<file path="src/rtl/eth_tx_framer.sv">
`timescale 1ns/1ps
module eth_tx_framer #(
  parameter int PRE_BYTES = 7,
  parameter int IPG_BYTES = 12,
  parameter int SLOW_HOLD = 10
) (
  input  logic       clk,
  input  logic       rst_n,
  input  logic       cfg_rmii,
  input  logic       cfg_fast,
  input  logic [7:0] s_data,
  input  logic       s_valid,
  input  logic       s_last,
  output logic       s_ready,
  output logic       tx_en,
  output logic [3:0] txd,
  output logic       tx_er
);

  localparam int CMAX = (PRE_BYTES + 1 > IPG_BYTES) ? PRE_BYTES + 1 : IPG_BYTES;
  localparam int CW = $clog2(CMAX + 1);
  localparam int HW = $clog2(SLOW_HOLD + 1);
  localparam logic [CW-1:0] SFD_IDX = CW'(PRE_BYTES);
  localparam logic [CW-1:0] PRE_IDX = CW'(PRE_BYTES - 1);
  localparam logic [CW-1:0] IPG_IDX = CW'(IPG_BYTES - 1);
  localparam logic [CW-1:0] FCS_IDX = CW'(3);

  typedef enum logic [2:0] {ST_IDLE, ST_PRE, ST_DATA, ST_FCS, ST_IPG} st_t;

  st_t            state;
  logic           mode_rmii, mode_fast;
  logic [HW-1:0]  hold_cnt;
  logic [1:0]     sym_cnt;
  logic [CW-1:0]  byte_cnt;
  logic [31:0]    sh, crc;
  logic [7:0]     first;
  logic           cur_last;

  function automatic logic [31:0] crc_byte(input logic [31:0] c, input logic [7:0] d);
    logic [31:0] r;
    r = c ^ {24'b0, d};
    for (int i = 0; i < 8; i++) r = r[0] ? ((r >> 1) ^ 32'hEDB88320) : (r >> 1);
    return r;
  endfunction

  wire slow     = mode_rmii && !mode_fast;
  wire tick     = hold_cnt == (slow ? HW'(SLOW_HOLD - 1) : '0);
  wire byte_end = tick && (sym_cnt == (mode_rmii ? 2'd3 : 2'd1));

  assign s_ready = (state == ST_IDLE) || (state == ST_DATA && byte_end && !cur_last);
  assign tx_en   = (state == ST_PRE) || (state == ST_DATA) || (state == ST_FCS);
  assign txd     = !tx_en ? 4'h0 : mode_rmii ? {2'b00, sh[1:0]} : sh[3:0];
  assign tx_er   = 1'b0;

  always_ff @(posedge clk) begin
    if (!rst_n) begin
      state     <= ST_IDLE;
      mode_rmii <= cfg_rmii;
      mode_fast <= cfg_fast;
      hold_cnt  <= '0;
      sym_cnt   <= '0;
      byte_cnt  <= '0;
      sh        <= '0;
      crc       <= '1;
      first     <= '0;
      cur_last  <= 1'b0;
    end else begin
      if (state != ST_IDLE) begin
        if (tick) begin
          hold_cnt <= '0;
          sym_cnt  <= byte_end ? 2'd0 : sym_cnt + 2'd1;
          sh       <= mode_rmii ? (sh >> 2) : (sh >> 4);
        end else begin
          hold_cnt <= hold_cnt + 1'b1;
        end
      end
      case (state)
        ST_IDLE: if (s_valid) begin
          first    <= s_data;
          cur_last <= s_last;
          crc      <= crc_byte('1, s_data);
          sh       <= 32'h55;
          byte_cnt <= '0;
          hold_cnt <= '0;
          sym_cnt  <= '0;
          state    <= ST_PRE;
        end
        ST_PRE: if (byte_end) begin
          byte_cnt <= byte_cnt + 1'b1;
          if (byte_cnt == SFD_IDX) begin
            sh    <= {24'b0, first};
            state <= ST_DATA;
          end else if (byte_cnt == PRE_IDX) sh <= 32'hD5;
          else sh <= 32'h55;
        end
        ST_DATA: if (byte_end) begin
          if (cur_last) begin
            sh       <= ~crc;
            byte_cnt <= '0;
            state    <= ST_FCS;
          end else if (s_valid) begin
            sh       <= {24'b0, s_data};
            cur_last <= s_last;
            crc      <= crc_byte(crc, s_data);
          end else begin
            sh       <= crc;
            byte_cnt <= '0;
            state    <= ST_FCS;
          end
        end
        ST_FCS: if (byte_end) begin
          byte_cnt <= byte_cnt + 1'b1;
          if (byte_cnt == FCS_IDX) begin
            byte_cnt <= '0;
            state    <= ST_IPG;
          end
        end
        ST_IPG: if (byte_end) begin
          byte_cnt <= byte_cnt + 1'b1;
          if (byte_cnt == IPG_IDX) state <= ST_IDLE;
        end
        default: state <= ST_IDLE;
      endcase
    end
  end

  p_accept_starts_r3: assert property (@(posedge clk) disable iff (!rst_n)
    (state == ST_IDLE && s_valid) |=> (tx_en && !s_ready));

  p_preamble_first_r2: assert property (@(posedge clk) disable iff (!rst_n)
    (tx_en && !$past(tx_en)) |-> (txd == (mode_rmii ? 4'h1 : 4'h5)));

  p_end_after_fcs_r9: assert property (@(posedge clk) disable iff (!rst_n)
    $fell(tx_en) |-> ($past(state == ST_FCS) && !s_ready));

  p_dibit_hold_r8: assert property (@(posedge clk) disable iff (!rst_n)
    (slow && tx_en && $past(tx_en) && hold_cnt != '0) |-> $stable(txd));

  p_mode_frozen_r11: assert property (@(posedge clk) disable iff (!rst_n)
    rst_n |=> ($stable(mode_rmii) && $stable(mode_fast)));

endmodule

</file>
<file path="config.mk">
export PLATFORM = sky130hd
export DESIGN_NAME = eth_tx_framer
export DESIGN_NICKNAME = d
export VERILOG_FILES = /design/src/rtl/eth_tx_framer.sv
export SDC_FILE = /design/constraint.sdc
export NUM_CORES = 1
export LEC_CHECK = 0
export BUFFER_PORTS_ARGS = -buffer_cell sky130_fd_sc_hd__buf_4
export CAP_MARGIN = 30
export CORE_ASPECT_RATIO = 0.5
export CORE_UTILIZATION = 55
export CTS_CLUSTER_SIZE = 8
export DETAILED_ROUTE_END_ITERATION = 8
export PLACE_DENSITY_LB_ADDON = 0.3
export SLEW_MARGIN = 0
export SYNTH_ARGS = -nofsm -noshare
export SYNTH_HDL_FRONTEND = slang
export SYNTH_SLANG_ARGS = --single-unit
export TNS_END_PERCENT = 50
</file>
<file path="constraint.sdc">
create_clock -name clk -period 3.4 [get_ports clk]
set_clock_uncertainty 0.05 [all_clocks]
set_input_delay 0.68 -clock clk [delete_from_list [all_inputs] [get_ports clk]]
set_output_delay 0.68 -clock clk [all_outputs]
set_load 0.01 [all_outputs]
</file>
==> impl_metrics.py <==
metrics = {
    "outcome": {
        "status": "complete, no violations",
    },
    "synthesis": {
        "synthesis.area_um2": 6380,
        "synth_top_area_frac": 0.270,
        "synth_area_leaders": "dfxtp_1 27%, xnor2_1 12%, nand2_1 6.6%",
        "synth_fp_nets": 807,
        "ys.flop_type": "dfxtp_1",
        "syn_inst": 790,
        "synth_edf_count": 2,
        "ys_seq_elements": 88,
        "synth_top_area_cell": "dfxtp_1",
        "yosysSeqAreaShare": 0.279,
        "ys_warn_count": 0,
        "synthArstFlopShare": 0,
        "postSynthAreaPerCell_um2": 8.08,
        "synth_cell_type_count": 58,
    },
    "clock_tree": {
        "cts_tree": "yes",
        "cts_resized": 0,
        "h-tree-depth": 3,
        "cts.sinks": 88,
        "cts_made_buffers": 9,
        "worstSkewPairLatency_ps": 340,
        "clk_pin_slew_ps": 60,
        "ctsHoldBuffers": 0,
        "cts.path.max_buffers": 2,
        "postCtsSetupBuffers": 0,
        "root_buffer": "clkbuf_16",
    },
    "placed_design": {
        "place_hpwl_um": 11300,
        "place_congestion": 0.891,
        "io_buffers": 19,
    },
    "floorplan": {
        "dieWidth_um": 154,
        "io_pins": 21,
        "initial_core_util": 0.572,
        "fp.dieH_um": 78.2,
        "rows": 27,
        "core-area_um2": 11100,
        "fp.dieArea_um2": 12100,
    },
    "worst_setup_path": {
        "cp-start-kind": "flop",
        "critPathMaxFanout": 27,
        "slowest_delay_ps": 440,
        "cpMaxStageDelayCell": "edfxtp_1",
        "cp_data_arrival_time_ps": 2080,
        "path_class": "flop to output port",
        "endpoint_kind": "output port",
        "critPathBufInv": 2,
        "critPathTopFamily": "simple AND/OR/NAND/NOR gates",
        "cp.required_ps": 2670,
        "crit_chain": "and4b_1, a21oi_2, nor3_2, buf_4, nand2_1, nand2_1, buf_4",
    },
    "pwr": {
        "p_sw_mw": 1.16,
        "seq_power_share": 0.373,
        "swShare": 0.344,
        "p_leak_nw": 2.44,
        "comb_power_share": 0.364,
        "finalPower_mw": 3.37,
        "ir_drop_mv": 0.239,
        "clock_power_share": 0.263,
        "powerDensity_nw_per_um2": 498,
        "intPower_mw": 2.21,
    },
    "timing": {
        "hold_viol_final": 0,
        "slew_violations": 0,
        "slew_headroom": 0.357,
        "fmax_mhz": 356,
        "setup_tns_ps": 0,
        "final-setup-viol-count": 0,
        "fin_crit_sh": 0.826,
        "rsz0062_at_grt": "false",
        "tightest_slew_ps": 964,
        "period_minus_slack_ps": 2810,
    },
    "routing": {
        "drc": 0,
        "dr.pass1.iters": 7,
        "drt_iter0_markers": 469,
        "drtAntennaViolNets": 0,
        "via_per_inst": 5.99,
        "routed_wl_um": 16200,
        "num_vias": 5491,
        "routedWlPerCell_um": 17.7,
    },
    "final_layout": {
        "synthToLayoutAreaGrowth_pct": 6.02,
        "drive_gt1_frac": 0.0947,
        "final_common_cell": "nand2_1",
        "num-nets-final": 784,
        "antenna_cells": 0,
        "finish.utilization": 0.607,
        "final_cell_mix": "113 x nand2_1, 89 x xnor2_1, 86 x dfxtp_1",
        "fill_cells": 1010,
    },
    "global_route": {
        "grt_pass1_wl_um": 26500,
        "groute.usage.overall": 0.282,
        "overflow": 0,
        "grt_pass1_vias": 5026,
        "grt_max_degree": 63,
        "antenna_found_initial": 0,
    },
    "job": {
        "max_cap_violations": 0,
    },
    "hold_path": {
        "hp-class": "flop to flop",
    },
}
==> power groups by stage <==
stage / Combinational, mW / Sequential (mW) / Clock (mW)
after global placement: 1.18 / 1.27 / 0
after CTS: 1.22 / 1.25 / 0.890
after global routing: 1.35 / 1.27 / 0.923
after detailed placement: 1.21 / 1.27 / 0
after floorplan: 1.05 / 1.20 / 0
final: 1.22 / 1.26 / 0.885
==> synthesized netlist by cell type (all sizes together), types with 2 or more instances <==
cell type,number
o21ai,38
xnor3,6
o311ai,2
or2,4
nor3b,24
nor2b,7
nor3,8
a32oi,6
ha,3
and3,3
edfxtp,2
clkbuf,33
xnor2,97
nand3,10
o31ai,4
nor2,72
dfxtp,86
a211oi,5
or3,5
inv,5
a21oi,63
nand2b,8
o21a,4
xor2,25
mux2i,35
and2,4
o211ai,57
nand3b,4
nand2,113
o31a,4
buf,37
nor4,3
==> flip-flops by register name (all words and copies together) (netlist names) <==
name / cells
cur_last: 1
byte_cnt: 4
first: 8
mode_fast: 1
crc: 32
sym_cnt: 2
state: 3
sh: 32
hold_cnt: 4
mode_rmii: 1
==> layout make-up <==
class | instances | area [µm²] | share of cell area
multi-input cells | 626 | 4250 | 0.628
flip-flops and latches | 88 | 1780 | 0.263
repair buffers | 36 | 283 | 0.0418
clock buffers | 14 | 244 | 0.0361
well taps | 145 | 181 | 0.0268
inverters | 6 | 22.5 | 0.00333
clock inverters | 1 | 5.00 | 0.000740
==> stage by stage <==
step | std cells | area (µm²) | hold WS, ps | setup slack (ps)
after detailed placement | 901 | 6520 | 397 | 751
after floorplan | 790 | 6380 | 383 | 890
after global placement | 901 | 6520 | 389 | 793
final | 916 | 6760 | 406 | 592
after global routing | 916 | 6760 | 431 | 466
after CTS | 916 | 6760 | 405 | 611
==> per-layer routing <==
layer / global-route usage / vias to the layer above / part of all wire
li1: - / 2678 / -
met1: 0.406 / 2598 / 0.48
met2: 0.434 / 197 / 0.43
met3: 0.0591 / 18 / 0.076
met4: 0.0554 / 0 / 0.0097
met5: 0 / - / 0
==> cells by family (layout without fill, tap and decap cells) <==
group,count (synthesis),after routing,share of synthesized area
simple gates,268,268,0.196
fa+ha+maj,3,3,0.00588
buf+inv,76,57,0.0582
flops,88,88,0.279
mux,36,36,0.0567
compound gates,189,189,0.189
xor+xnor,129,129,0.215
other cells,1,1,0.000588
==> worst min-delay path: stages, from the launching register on <==
cell,delay (ps)
dfxtp_1,310
nand2_1,50
a21oi_1,50
==> worst paths after layout <==
path / start / end / slack, ps / depth (start not counted)
min reg2reg: first[6] / first[6] / 410 / 2
min: first[6] / first[6] / 410 / 2
max reg2reg: mode_rmii / crc[30] / 790 / 7
max: mode_rmii / s_ready / 590 / 7
No activity file was read; power rests on OpenSTA's default activity.
